`src/rtl/bcd_cal_pkg.sv`:
```
package bcd_cal_pkg;
  localparam logic [2:0] A_SEC  = 3'd0;
  localparam logic [2:0] A_MIN  = 3'd1;
  localparam logic [2:0] A_HOUR = 3'd2;
  localparam logic [2:0] A_DOW  = 3'd3;
  localparam logic [2:0] A_DATE = 3'd4;
  localparam logic [2:0] A_MON  = 3'd5;
  localparam logic [2:0] A_YEAR = 3'd6;

  typedef struct packed {
    logic [7:0] year;
    logic [7:0] mon;
    logic [7:0] date;
    logic [7:0] dow;
    logic [7:0] hour;
    logic [7:0] min;
    logic [7:0] sec;
  } cal_t;

  localparam cal_t CAL_RESET = '{year: 8'h00, mon: 8'h01, date: 8'h01,
                                 dow: 8'h01, hour: 8'h00, min: 8'h00, sec: 8'h00};

  function automatic logic [7:0] bcd_inc(input logic [7:0] v);
    if (v[3:0] == 4'd9) return {v[7:4] + 4'd1, 4'd0};
    else                return v + 8'd1;
  endfunction

  function automatic logic [7:0] field_mask(input logic [2:0] a);
    case (a)
      A_SEC, A_MIN, A_HOUR: return 8'h7F;
      A_DOW:                return 8'h07;
      A_DATE:               return 8'h3F;
      A_MON:                return 8'h1F;
      A_YEAR:               return 8'hFF;
      default:              return 8'h00;
    endcase
  endfunction

  function automatic logic [7:0] last_date(input logic [7:0] mon, input logic [7:0] year);
    logic [7:0] ybin;
    ybin = ({4'd0, year[7:4]} * 8'd10) + {4'd0, year[3:0]};
    if (mon == 8'h02)
      return (ybin[1:0] == 2'd0) ? 8'h29 : 8'h28;
    else if (mon == 8'h04 || mon == 8'h06 || mon == 8'h09 || mon == 8'h11)
      return 8'h30;
    else
      return 8'h31;
  endfunction
endpackage

```
`src/rtl/cal_divider.sv`:
```
module cal_divider #(
  parameter int DIV = 32768
) (
  input  logic clk,
  input  logic rst_n,
  input  logic osc_tick,
  input  logic restart,
  output logic sec_tick,
  output logic sq_out
);
  localparam int CW   = (DIV > 2) ? $clog2(DIV) : 1;
  localparam int HALF = DIV / 2;

  logic [CW-1:0] cnt;
  logic          at_top;

  assign at_top = (cnt == CW'(DIV - 1));

  always_ff @(posedge clk) begin
    if (!rst_n || restart) cnt <= '0;
    else if (osc_tick)     cnt <= at_top ? '0 : cnt + 1'b1;
  end

  assign sec_tick = osc_tick && at_top && !restart;
  assign sq_out   = (cnt < CW'(HALF));
endmodule

```
`src/rtl/cal_counter.sv`:
```
module cal_counter
  import bcd_cal_pkg::*;
(
  input  logic       clk,
  input  logic       rst_n,
  input  logic       sec_tick,
  input  logic       wr_en,
  input  logic [2:0] wr_addr,
  input  logic [7:0] wr_data,
  output cal_t       live
);
  cal_t       q, n;
  logic       c_min, c_hour, c_day, c_mon, c_year;
  logic [7:0] inc24, inc12, wval;
  logic       pm;

  always_comb begin
    n      = q;
    c_min  = 1'b0;
    c_hour = 1'b0;
    c_day  = 1'b0;
    c_mon  = 1'b0;
    c_year = 1'b0;
    pm     = q.hour[5];
    inc24  = bcd_inc({2'b00, q.hour[5:0]});
    inc12  = bcd_inc({3'b000, q.hour[4:0]});
    wval   = wr_data & field_mask(wr_addr);

    if (sec_tick) begin
      if (q.sec == 8'h59) begin n.sec = 8'h00; c_min = 1'b1; end
      else n.sec = bcd_inc(q.sec);
    end
    if (c_min) begin
      if (q.min == 8'h59) begin n.min = 8'h00; c_hour = 1'b1; end
      else n.min = bcd_inc(q.min);
    end
    if (c_hour) begin
      if (!q.hour[6]) begin
        if (q.hour[5:0] == 6'h23) begin n.hour = 8'h00; c_day = 1'b1; end
        else n.hour = inc24 & 8'h3F;
      end else begin
        if (q.hour[4:0] == 5'h11) begin
          n.hour = {2'b01, ~pm, 5'h12};
          c_day  = pm;
        end else if (q.hour[4:0] == 5'h12) begin
          n.hour = {2'b01, pm, 5'h01};
        end else begin
          n.hour = {2'b01, pm, 5'h00} | (inc12 & 8'h1F);
        end
      end
    end
    if (c_day) begin
      n.dow = (q.dow == 8'h07) ? 8'h01 : q.dow + 8'd1;
      if (q.date == last_date(q.mon, q.year)) begin n.date = 8'h01; c_mon = 1'b1; end
      else n.date = bcd_inc(q.date);
    end
    if (c_mon) begin
      if (q.mon == 8'h12) begin n.mon = 8'h01; c_year = 1'b1; end
      else n.mon = bcd_inc(q.mon);
    end
    if (c_year) n.year = (q.year == 8'h99) ? 8'h00 : bcd_inc(q.year);

    if (wr_en) begin
      case (wr_addr)
        A_SEC:   n.sec  = wval;
        A_MIN:   n.min  = wval;
        A_HOUR:  n.hour = wval;
        A_DOW:   n.dow  = wval;
        A_DATE:  n.date = wval;
        A_MON:   n.mon  = wval;
        A_YEAR:  n.year = wval;
        default: ;
      endcase
    end
  end

  always_ff @(posedge clk) begin
    if (!rst_n) q <= CAL_RESET;
    else        q <= n;
  end

  assign live = q;
endmodule

```
`src/rtl/cal_snapshot.sv`:
```
module cal_snapshot
  import bcd_cal_pkg::*;
(
  input  logic       clk,
  input  logic       rst_n,
  input  logic       rd_start,
  input  cal_t       live,
  input  logic [2:0] rd_addr,
  output logic [7:0] rd_data
);
  cal_t snap;

  always_ff @(posedge clk) begin
    if (!rst_n)        snap <= CAL_RESET;
    else if (rd_start) snap <= live;
  end

  always_comb begin
    case (rd_addr)
      A_SEC:   rd_data = snap.sec;
      A_MIN:   rd_data = snap.min;
      A_HOUR:  rd_data = snap.hour;
      A_DOW:   rd_data = snap.dow;
      A_DATE:  rd_data = snap.date;
      A_MON:   rd_data = snap.mon;
      A_YEAR:  rd_data = snap.year;
      default: rd_data = 8'h00;
    endcase
  end
endmodule

```
`src/rtl/bcd_calendar.sv`:
```
module bcd_calendar
  import bcd_cal_pkg::*;
#(
  parameter int DIV = 32768
) (
  input  logic       clk,
  input  logic       rst_n,
  input  logic       osc_tick,
  input  logic       wr_en,
  input  logic [2:0] wr_addr,
  input  logic [7:0] wr_data,
  input  logic       rd_start,
  input  logic [2:0] rd_addr,
  output logic [7:0] rd_data,
  output logic       one_hz_out
);
  logic sec_tick;
  logic sec_wr;
  cal_t live;

  assign sec_wr = wr_en && (wr_addr == A_SEC);

  cal_divider #(.DIV(DIV)) u_div (
    .clk(clk), .rst_n(rst_n), .osc_tick(osc_tick), .restart(sec_wr),
    .sec_tick(sec_tick), .sq_out(one_hz_out)
  );

  cal_counter u_cnt (
    .clk(clk), .rst_n(rst_n), .sec_tick(sec_tick), .wr_en(wr_en),
    .wr_addr(wr_addr), .wr_data(wr_data), .live(live)
  );

  cal_snapshot u_snap (
    .clk(clk), .rst_n(rst_n), .rd_start(rd_start), .live(live),
    .rd_addr(rd_addr), .rd_data(rd_data)
  );
endmodule

```
`config.mk`:
```
export PLATFORM = sky130hd
export DESIGN_NAME = bcd_calendar
export DESIGN_NICKNAME = d
export VERILOG_FILES = /design/src/rtl/bcd_cal_pkg.sv /design/src/rtl/cal_divider.sv /design/src/rtl/cal_counter.sv /design/src/rtl/cal_snapshot.sv /design/src/rtl/bcd_calendar.sv
export SDC_FILE = /design/constraint.sdc
export NUM_CORES = 1
export LEC_CHECK = 0
export ABC_CLOCK_PERIOD_IN_PS = 2600
export BUFFER_PORTS_ARGS = -buffer_cell sky130_fd_sc_hd__buf_4
export CELL_PAD_IN_SITES_DETAIL_PLACEMENT = 1
export CELL_PAD_IN_SITES_GLOBAL_PLACEMENT = 2
export CORE_ASPECT_RATIO = 0.75
export CORE_MARGIN = 2
export CORE_UTILIZATION = 34
export DETAILED_ROUTE_END_ITERATION = 8
export MAX_ROUTING_LAYER = met4
export PLACE_DENSITY_LB_ADDON = 0.1
export SYNTH_ARGS = -nofsm -noshare
export SYNTH_HDL_FRONTEND = slang
export SYNTH_SLANG_ARGS = --single-unit
```
`constraint.sdc`:
```
create_clock -name clk -period 2.6 [get_ports clk]
set_input_delay 0.13 -clock clk [delete_from_list [all_inputs] [get_ports clk]]
set_output_delay 0.13 -clock clk [all_outputs]
set_load 0.01 [all_outputs]
```
# --- Yosys cells after proc, flatten, opt, wreduce, memory -nomap -nowiden ---
# Cells that the tools add are included.
# W data, S select, Z words.
totals:
  ff_bits: 127
  inputBits: 19
  out_inout_bits: 9
  elab_cells: 133
op_classes:
  add_sub_neg: 17
  mul: 1
  order_cmp: 1
  eq_ne: 33
  mux: 50
  bitwise: 3
  reduce_logical: 13
ops:
  columns: ["cell", "n"]
  rows:
  - ["$mux W8", 28]
  - ["$mux W56", 1]
  - ["$pmux W8 S7", 1]
  - ["$add A8 B1 Y8 const B", 6]
  - ["$pmux W8 S5", 1]
  - ["$eq A4 B4 Y1 const B", 6]
  - ["$eq A8 B3 Y1 const B", 3]
  - ["$add A4 B1 Y4 const B", 5]
  - ["$eq A3 B3 Y1 const B", 6]
  - ["$eq A8 B5 Y1 const B", 2]
  - ["$eq A8 B7 Y1 const B", 2]
  - ["$mux W16", 1]
  - ["$add A15 B1 Y15 const B", 1]
  - ["$eq A15 B15 Y1 const B", 1]
  - ["$lt A15 B15 Y1 const B", 1]
  - ["$mux W15", 1]
  - ["$mux W1", 14]
  - ["$eq A3 B2 Y1 const B", 4]
  - ["$mux W6", 2]
  - ["$eq A5 B5 Y1 const B", 2]
  - ["$and A8 B8 Y8", 1]
  - ["$eq A8 B2 Y1 const B", 1]
  - ["$eq A8 B4 Y1 const B", 1]
  - ["$eq A8 B8 Y1", 1]
  - ["other kinds (18)", 26]

# --- Depth between registers and ports, before layout ---
# Gate-level depths: netlist (run 1).
depth:
  ltp_word: 15
  ltp_mapped: 12

# --- Cells and area by module ---
# From an unflattened synthesis (run 1), not the netlist that was laid out.
unflattened:
  cells_unflattened: 833
  hier_area_um2: 7384.6
modules_own_cells:
  columns: ["mod", "instances", "cells_per_inst", "area_per_inst_um2"]
  rows:
  - ["cal_counter", 1, 515, 4007.6]
  - ["cal_snapshot", 1, 240, 2631.3]
  - ["cal_divider", 1, 77, 730.7]
  - ["bcd_calendar", 1, 1, 15.0]

# --- Least setup slack after synthesis (run 1) ---
# OpenSTA, ideal clock, no wires.
synth_timing:
  kind: "reg-to-reg"
  start: "reg u_cnt.q, in the netlist u_cnt.live[17]"
  end: "reg u_cnt.q, in the netlist u_cnt.live[55]"
  setup_ps: 74
  arrival_ps: 2669
  setup_slack_ps: -143
  stages_incl_launch_ff: 13
  path_buffers: 3
  period_less_slack_ps: 2743
  cell_sequence: "dfxtp_1 -> clkbuf_1 -> clkbuf_1 -> and4b_1 -> ha_1 -> nand2_1 -> o41ai_1 -> nand2_1 -> nand4b_1 -> or3_4 -> buf_6 -> or3_1 -> a31oi_1"
synth_between:
  elab_chain_len: 9
  elab_cells_between_ends: 11
synth_lines:
  columns: ["item", "line", "rtl"]
  rows:
  - ["start: declaration", "cal_counter.sv:12", "cal_t q, n;"]
  - ["start signal: assignment", "cal_counter.sv:79", "else q <= n;"]
  - ["$eq A6 B6 Y1 / $eq A5 B5 Y1 (equally long branches)", "cal_counter.sv:39, cal_counter.sv:42", null]
  - ["$mux W1, on equally long branches", "cal_counter.sv:39, cal_counter.sv:42", null]
  - ["$mux W1 (*)", "cal_counter.sv:38", "if (!q.hour[6]) begin"]
  - ["$mux W1 (*)", "cal_counter.sv:37", "if (c_hour) begin"]
  - ["$mux W1 (*)", "cal_counter.sv:52", "if (c_day) begin"]
  - ["$mux W1 (*)", "cal_counter.sv:57", "if (c_mon) begin"]
  - ["$mux W8 (*)", "cal_counter.sv:61", "if (c_year) n.year = (q.year == 8'h99) ? 8'h00 : bcd_inc(q.year);"]
  - ["$mux W8", "cal_counter.sv:64", "case (wr_addr)"]
  - ["$mux W56 (*)", "cal_counter.sv:63", "if (wr_en) begin"]
# Mark *: on every way between the ends. The rest lies on a longest branch, timed or not.
# A chain may end at the register's enable or synchronous reset.

# --- Worst setup path after layout (run 1) ---
layout_timing:
  start: "reg u_cnt.q, in the netlist u_cnt.live[45]"
  end: "reg u_cnt.q, in the netlist u_cnt.live[50]"
layout_between:
  elab_chain_len: 14
  elab_cells_between_ends: 20
layout_lines:
  columns: ["item", "line", "rtl"]
  rows:
  - ["$eq A8 B3 Y1", "bcd_cal_pkg.sv:44", "else if (mon == 8'h04 || mon == 8'h06 || mon == 8'h09 || mon == 8'h11)"]
  - ["$logic_or A1 B1 Y1 (3 in series)", "bcd_cal_pkg.sv:44", null]
  - ["$mux W1", "bcd_cal_pkg.sv:44", null]
  - ["$mux W8", "bcd_cal_pkg.sv:42", "if (mon == 8'h02)"]
  - ["$mux W8", "cal_counter.sv:52", null]
  - ["$eq A8 B8 Y1", "cal_counter.sv:54", "if (q.date == last_date(q.mon, q.year)) begin n.date = 8'h01; c_mon = 1'b1; end"]
  - ["$mux W1", "cal_counter.sv:54", null]
  - ["$mux W1", "cal_counter.sv:52", null]
  - ["$mux W1 (*)", "cal_counter.sv:57", null]
  - ["$mux W8 (*)", "cal_counter.sv:61", null]
  - ["$mux W8", "cal_counter.sv:64", null]
  - ["$mux W56 (*)", "cal_counter.sv:63", null]
# Mark *: on every way between the ends. The rest lies on a longest branch, timed or not. The select of a mux whose other input is x is not followed.

==> flow_metrics.tcl, run 1 <==
set metrics [dict create \
    rows 45 \
    comb_power_share 0.085 \
    drv_cap 0 \
    hold_violations 0 \
    worst_hold_startpoint "wr_data[0]" \
    final_cell_mix "dfxtp_1, nor2_1, buf_4, nand2_1, mux2i_1" \
    reg2regPathDepth 9 \
    io_pins 28 \
    skew_ns 0.01382 \
    cp.required_ns 2.95 \
    multi_input_area_um2 4354 \
    drt_iter0_markers 344 \
    status "finished with violations" \
    worstSetupPathType "register to register" \
    worst_setup_path_start_kind "register" \
    end_kind "register" \
    netlist-cell-type-count 63 \
    hold-path-endpoint "u_cnt.live[24]" \
    hold_depth 3 \
    fin_crit_ns 2.640 \
    setup_violations 1 \
    cts_buffer_depth 2 \
    yosysWarnings 0 \
    path_clk_slew_ns 0.06 \
    seqPwrFrac 0.406 \
    critPathArrivalTime_ns 2.98 \
    utilization 0.4304 \
    area_growth_pct 24.14 \
    grt_pass1_wl_mm 39.32 \
    path_max_fanout 8 \
    finalCritPeriodShare 1.015 \
    die_y_um 128.5 \
    yosysSeqAreaShare 0.3618 \
    use_met2 0.3621 \
    worst_slew_pin_slew_ns 0.6257 \
    finalNonFillerCells 1194 \
    async_flop_share 0 \
    vdd_drop_max_mv 0.4350 \
    final_common_cell "dfxtp_1" \
    drc 0 \
    power.internal_uw 3721 \
    power.density_nw_per_um2 568.4 \
    worstReg2RegEnd "u_cnt.live[50]" \
    cts_buffers 17 \
    antenna_found_initial 0 \
    hpwlAfterDp_mm 18.58 \
    violations "negative setup slack" \
    seq_area_um2 2552 \
    firstDrtPassIters 5 \
    dp.cells 1158 \
    die-width_um 170.0 \
    initial_core_util 0.3467 \
    diodes 0 \
    hp-class "input port to register" \
    switchingPower_uw 1238 \
    grt_pass1_vias 6659 \
    setup_ws_ns -0.03959 \
    port_buffers 27 \
    syn_nets 895 \
    grt_overflow 0 \
    avgRoutedWirePerCell_um 20.75 \
    dieArea_um2 21850 \
    total_power_uw 4959 \
    routed_wl_mm 24.77 \
    ctsRootBufferMaster "clkbuf_16" \
    yosys_register_bits 127 \
    rsz0062_at_grt "true" \
    place_congestion 0.8960 \
    final.setup.tns_ns -0.03959 \
    finalNetCount 965 \
    grt_max_degree 55 \
    reg2reg_from "u_cnt.live[45]" \
    synthCells 854 \
    drv_slew 0 \
    core-area_um2 20270 \
    grt_util_met3 0.03630 \
    clkPwrFrac 0.509 \
    clk_latency_ns 0.43 \
    tritoncts "yes" \
    synth_ff_type "dfxtp_1" \
    antenna_left 0 \
    num_vias 6570 \
    synth_edf_count 0 \
    cts_max_level 4 \
    fillers 2378 \
    leakagePower_uw 0.003431 \
    slew_headroom 0.5820 \
    busiest_layer "met2" \
    detail_route.vias_per_cell 5.503 \
    max_freq_ghz 0.3788 \
    cts_sinks 127 \
    track_usage 0.2445 \
    grt_use_met1 0.3509 \
    syn-cell-area_um2 7028 \
    syn_avg_cell_area_um2 8.229 \
    layout-drive-gt1-share 0.1944 \
    swShare 0.2497 \
    r2r_slack_ns -0.04 \
]
## worst max path at each step
stage / from / endpoint / slack, ns / depth (start not counted)
floorplan: u_cnt.live[17] / u_cnt.live[55] / -0.001 / 12
global placement: u_cnt.live[45] / u_cnt.live[50] / 0.008 / 9
detailed placement: u_cnt.live[42] / u_cnt.live[50] / -0.10 / 7
CTS: u_cnt.live[19] / u_cnt.live[50] / -0.03 / 12
global route: u_cnt.live[20] / u_cnt.live[50] / -0.12 / 11
finish: u_cnt.live[45] / u_cnt.live[50] / -0.04 / 9
## metal layers
| metal | part of all wire | vias to the layer above |
|---|---|---|
| met5 | 0 | - |
| met4 | 0.012 | 0 |
| met3 | 0.025 | 20 |
| met2 | 0.43 | 79 |
| met1 | 0.53 | 3272 |
| li1 | - | 3199 |
## synthesized netlist by cell type (all sizes together) (3+ instances only)
cell type	number	area, um2
a211oi	12	90.09
a21oi	38	190.2
a31oi	15	93.84
and2	7	43.79
and3	10	62.56
and3b	4	35.03
buf	7	43.79
clkbuf	44	165.2
dfxtp	127	2542
ha	22	275.3
inv	23	86.33
mux2	8	90.09
mux2i	72	720.7
mux4	5	112.6
nand2	83	311.6
nand2b	7	43.79
nand3	38	190.2
nand3b	7	52.55
nand4	17	106.4
nor2	112	420.4
nor2b	14	87.58
nor3	23	115.1
nor3b	5	37.54
nor4	9	56.30
nor4b	3	26.28
o211ai	7	52.55
o21ai	47	235.2
o221ai	3	26.28
o22ai	3	18.77
o32ai	3	26.28
o41ai	3	26.28
or3	9	61.31
or4	5	37.54
xnor2	13	113.9
xor2	14	122.6
## cell type report
type,count,share of cell area
well taps,258,0.03700
clock buffers,21,0.05407
clock inverters,10,0.01549
repair buffers,102,0.09193
inverters,23,0.009895
flip-flops and latches,127,0.2926
multi-input cells,653,0.4991
## stage by stage
step | instance area [um2] | hold WS [ns] | setup WS, ns
6_report | 8725 | 0.01886 | -0.03959
5_1_grt | 8725 | 0.02283 | -0.1184
4_1_cts | 8607 | 0.005268 | -0.02597
3_5_place_dp | 7935 | 0.4234 | -0.1025
3_3_place_gp | 7935 | 0.4337 | 0.008449
2_1_floorplan | 7083 | 0.2660 | -0.001497
## repair_timing
action                     4_1_cts  5_1_grt
pin swaps                        6        8
hold buffers                     3        0
setup buffers                    2        0
hold endpoints to repair         3        0
setup endpoints to repair        8       35
resized for setup                4       28
## power by group through the flow
stage	registers, uW	clock network, uW	logic [uW]
after floorplan	2050	0	248
after global placement	2050	0	403
after detailed placement	2050	0	411
after CTS	2010	2570	419
after global routing	2020	2650	461
final	2010	2520	424
## sequential cells by signal, indices dropped and copies added (netlist names)
register / flops
u_div.cnt: 15
u_cnt.live: 56
u_snap.snap: 56
## cell families (layout without fill, tap and decap cells)
group | Yosys count | count (layout) | share of synthesized area
flip-flops | 127 | 127 | 0.3618
AND/OR/NAND/NOR | 362 | 362 | 0.2508
AO/OA/AOI/OAI | 157 | 157 | 0.1412
adder cells (fa/ha/maj) | 22 | 22 | 0.03917
multiplexers | 85 | 85 | 0.1314
buffers and inverters | 74 | 156 | 0.04201
XOR/XNOR | 27 | 27 | 0.03365
## worst max-delay path, stage by stage (launching register included)
cell and delay (ns):
dfxtp_2 0.32, inv_2 0.07, ha_4 0.13, or3b_1 0.35
a2bb2oi_2 0.16, or3_4 0.35, a21o_1 0.18, or3_4 0.39
or4_4 0.43, a31oi_1 0.16
No activity file was read; power rests on OpenSTA's default activity.
==> run 2, diff against run 1 <==
ABC_CLOCK_PERIOD_IN_PS = 3180   (was 2600)
CORE_UTILIZATION = 41   (was 34)
HOLD_SLACK_MARGIN = 0.06   (was not set)
clock period = 3.18 ns   (was 2.6 ns; I/O delays follow)
==> flow_metrics.tcl, run 2 (synthesized netlist as in run 1, its figures left out) <==
set metrics [dict create \
    status "complete, no violations" \
    final_cell_mix "dfxtp_1, nor2_1, nand2_1, mux2i_1, buf_4" \
    preCtsSetupSlack_ns 0.2067 \
    utilization 0.4865 \
    met1_length_mm 11.96 \
    crit_slowest_cell "or3_4" \
    drv_cap 0 \
    switchingPower_uw 941.3 \
    cts_buffer_depth 2 \
    leakagePower_uw 0.003157 \
    tritoncts "yes" \
    setup_violations 0 \
    die_y_um 117.4 \
    setup_ws_ns 0.2113 \
    initial_core_util 0.4177 \
    critPathLaunch "u_cnt.live[45]" \
    vdd_drop_max_mv 0.2819 \
    comb_power_share 0.075 \
    core-area_um2 16830 \
    grt_overflow 0 \
    num_vias 6515 \
    top_layer_used "met4" \
    dieArea_um2 18220 \
    end_kind "register" \
    clkPwrFrac 0.514 \
    hold_violations 0 \
    swShare 0.2324 \
    cp_num_buf_inv 1 \
    finalCritPeriodShare 0.9336 \
    final_common_cell "dfxtp_1" \
    ctsRootBufferMaster "clkbuf_16" \
    worst_hold_startpoint "wr_data[7]" \
    power.density_nw_per_um2 494.8 \
    io_pins 28 \
    routed_wl_mm 23.33 \
    avgRoutedWirePerCell_um 21.11 \
    detail_route.vias_per_cell 5.896 \
    drc 0 \
    cts_sinks 127 \
    reg2reg_from "u_cnt.live[45]" \
    cts_max_level 4 \
    cp_cell_sequence "inv_1 > ha_1 > or3b_1 > a2bb2oi_1 > or3_1 > a21o_1 > or3_4 > or4_1 > a31oi_1" \
    drv_slew 0 \
    routed-wl-met2_mm 10.07 \
    dr_wl_met3_mm 1.026 \
    r2r_slack_ns 0.21 \
    path_clk_slew_ns 0.06 \
    worst_slew_pin_slew_ns 1.007 \
    power.internal_uw 3109 \
    max_freq_ghz 0.3368 \
    rsz0062_at_grt "false" \
    multi_input_area_um2 4204 \
    grt_pass1_wl_mm 37.00 \
    track_usage 0.2679 \
    slew_headroom 0.3288 \
    critPathArrivalTime_ns 3.31 \
    hp-class "input port to register" \
    grt_max_degree 57 \
    total_power_uw 4050 \
    hpwlAfterDp_mm 17.07 \
    fin_crit_ns 2.969 \
    rows 41 \
    cp.required_ns 3.52 \
    hold-worst-slack_ns 0.07109 \
    die-width_um 155.2 \
    antenna_left 0 \
    cp_top_family "simple AND/OR/NAND/NOR gates" \
    cts_buffers 17 \
    finalNetCount 921 \
    port_buffers 27 \
    area_growth_pct 16.47 \
    drt_iter0_markers 443 \
    firstDrtPassIters 5 \
    worst_setup_path_start_kind "register" \
    worstSetupPathType "register to register" \
    antenna_found_initial 0 \
    layout-drive-gt1-share 0.1125 \
    critPathMaxStageDelay_ns 0.47 \
    path_max_fanout 12 \
    clk_latency_ns 0.42 \
    seqPwrFrac 0.410 \
    seq_area_um2 2542 \
    grt_pass1_vias 6424 \
    place_congestion 0.9009 \
    skew_ns 0.008250 \
    fillers 2015 \
    final.setup.tns_ns 0 \
]
## run 2: layer usage
metal / track usage / vias to the layer above
met2: 0.3817 / 134
met4: 0.05619 / 0
met5: - / -
met3: 0.04619 / 26
li1: - / 3122
met1: 0.3970 / 3233
## run 2: stage by stage
| stage | std cells | instance area (um2) |
|---|---|---|
| after floorplan | 854 | 7028 |
| after global placement | 1069 | 7490 |
| after detailed placement | 1069 | 7490 |
| after CTS | 1104 | 8175 |
| after global routing | 1104 | 8183 |
| final | 1105 | 8185 |
## run 2: what timing repair did
action | CTS | global route
endpoints found under the hold margin | 8 | 0
hold buffers | 7 | 0
setup buffers | 0 | 0
endpoints found under the setup margin | 0 | 1
resized for setup | 0 | 1
## run 2: worst register-to-register path: stages, from the launching register on
cell	delay, ns
dfxtp_1	0.37
inv_1	0.10
ha_1	0.20
or3b_1	0.35
a2bb2oi_1	0.16
or3_1	0.39
a21o_1	0.25
or3_4	0.48
or4_1	0.41
a31oi_1	0.17
## run 2: path summary, 6_finish.rpt
kind,endpoint,depth (start not counted)
worst max-delay path,u_cnt.live[50],9
worst min-delay path,u_cnt.live[55],3
worst max register to register,u_cnt.live[50],9
worst min register to register,u_snap.snap[24],2
## run 2: layout make-up
cell class	count	area share
Tap cell	215	0.03286
Multi-Input combinational cell	653	0.5136
Sequential cell	127	0.3106
Clock inverter	7	0.01651
Inverter	23	0.01055
Antenna cell	1	0.0003057
Clock buffer	21	0.05870
Timing Repair Buffer	58	0.05686
## run 2: power by group through the flow
stage	Sequential, uW	Clock, uW	Combinational [uW]
after floorplan	1670	0	200
after global placement	1690	0	288
after detailed placement	1690	0	297
after CTS	1660	2100	305
after global routing	1660	2180	334
final	1660	2080	306
==> run 3, diff against run 2 <==
REMOVE_ABC_BUFFERS = 1   (was not set)
==> flow_metrics.tcl, run 3 (synthesized netlist as in run 1, its figures left out) <==
set metrics [dict create \
    status "complete, no violations" \
    holdBufCountCts 6 \
    tritoncts "yes" \
    clk_latency_ns 0.43 \
    hold-worst-slack_ns 0.07200 \
    cp_cell_sequence "inv_1 > ha_1 > or3b_1 > a2bb2oi_1 > or3_1 > a21o_1 > or3_4 > or4_1 > a31oi_1" \
    max_freq_ghz 0.3311 \
    rows 41 \
    comb_power_share 0.080 \
    swShare 0.2548 \
    final_cell_mix "dfxtp_1, nor2_1, nand2_1, mux2i_1, buf_4" \
    seqPwrFrac 0.439 \
    cp.required_ns 3.53 \
    preCtsSetupSlack_ns 0.2208 \
    drv_cap 0 \
    grt_pass1_wl_mm 37.43 \
    track_usage 0.2716 \
    end_kind "register" \
    dieArea_um2 18220 \
    hp-class "input port to register" \
    firstDrtPassIters 5 \
    layout-drive-gt1-share 0.1111 \
    cts_resized 0 \
    diodes 0 \
    avgRoutedWirePerCell_um 21.32 \
    routed_wl_mm 23.58 \
    path_clk_slew_ns 0.06 \
    cp_top_family "simple AND/OR/NAND/NOR gates" \
    core-area_um2 16830 \
    critPathMaxStageDelay_ns 0.48 \
    worst_setup_path_start_kind "register" \
    finalCritPeriodShare 0.9498 \
    worstSetupPathType "register to register" \
    placed_area_um2 7470 \
    slew_headroom 0.3070 \
    skew_ns 0.009578 \
    antenna_found_initial 1 \
    cp_num_buf_inv 1 \
    crit_slowest_cell "or3_4" \
    initial_core_util 0.4177 \
    path_max_fanout 12 \
    utilization 0.4798 \
    grt_overflow 0 \
    setup_violations 0 \
    hold_violations 0 \
    final_common_cell "dfxtp_1" \
    place_congestion 0.8537 \
    critPathArrivalTime_ns 3.37 \
    area_growth_pct 14.87 \
    fin_crit_ns 3.020 \
    hpwlAfterDp_mm 17.17 \
    port_buffers 27 \
    vdd_drop_max_mv 0.2897 \
    finalNetCount 919 \
    detail_route.vias_per_cell 5.887 \
    drt_iter0_markers 445 \
    clkPwrFrac 0.481 \
    cts_buffers 17 \
    cts_sinks 127 \
    power.density_nw_per_um2 468.8 \
    worst_slew_pin_slew_ns 1.039 \
    final.setup.tns_ns 0 \
    leakagePower_uw 0.003095 \
    design_area_um2 8073 \
    rsz0062_at_grt "false" \
    drc 0 \
    cts_setup_buffers 0 \
    grt_max_degree 57 \
    grt_pass1_vias 6581 \
    setup_ws_ns 0.1595 \
    ctsRootBufferMaster "clkbuf_16" \
    power.internal_uw 2820 \
    die_y_um 117.4 \
    cts_max_level 4 \
    io_pins 28 \
    antenna_left 0 \
    die-width_um 155.2 \
    cts_buffer_depth 2 \
    switchingPower_uw 964.4 \
    num_vias 6511 \
    drv_slew 0 \
]
[run 3: cell types whose count changed in the layout (fill, tap and decap cells not counted), sizes merged]
cell,before,now
clkinv,3,8
clkinvlp,0,2
diode,1,0
dlygate4sd3,7,6
bufinv,4,1
buf,51,50
[run 3: tightest hold or removal path, cell delays in order]
cell and delay [ns]:
buf_4 0.09, o21ai_0 0.07, a31oi_1 0.13
[run 3: worst paths after layout]
kind / startpoint / to / slack (ns) / cells past startpoint
min reg2reg: u_cnt.live[23] / u_cnt.live[23] / 0.49 / 1
min: wr_data[7] / u_cnt.live[55] / 0.07 / 3
max reg2reg: u_cnt.live[45] / u_cnt.live[50] / 0.16 / 9
max: u_cnt.live[45] / u_cnt.live[50] / 0.16 / 9
[run 3: cell type report]
| cell class | instances | area, um2 |
|---|---|---|
| inverter | 23 | 86.33 |
| sequential | 127 | 2542 |
| clock inverter | 11 | 92.59 |
| multi-input combinational | 653 | 4197 |
| fill | 1997 | 8753 |
| tap | 215 | 269.0 |
| timing repair buffer | 56 | 435.4 |
| clock buffer | 21 | 450.4 |
[run 3: power groups by stage]
stage,clock [uW],combinational [uW],sequential (uW)
finish,1820,304,1660
global route,1930,329,1670
CTS,1860,302,1660
floorplan,0,149,1680
detailed placement,0,294,1700
global placement,0,286,1690
[run 3: through the flow]
stage / std cells / total power (uW)
detailed placement: 1068 / 1989
CTS: 1106 / 3817
finish: 1106 / 3784
global route: 1106 / 3927
global placement: 1068 / 1979
floorplan: 803 / 1833
[run 3: routing by layer]
layer	wire length, um	share of wire	vias up	GRT usage
li1	-	-	3122	-
met1	11840	0.50	3234	0.3832
met2	10220	0.43	131	0.3958
met3	1112	0.047	24	0.05765
met4	410	0.017	0	0.06995
met5	0	0	-	-
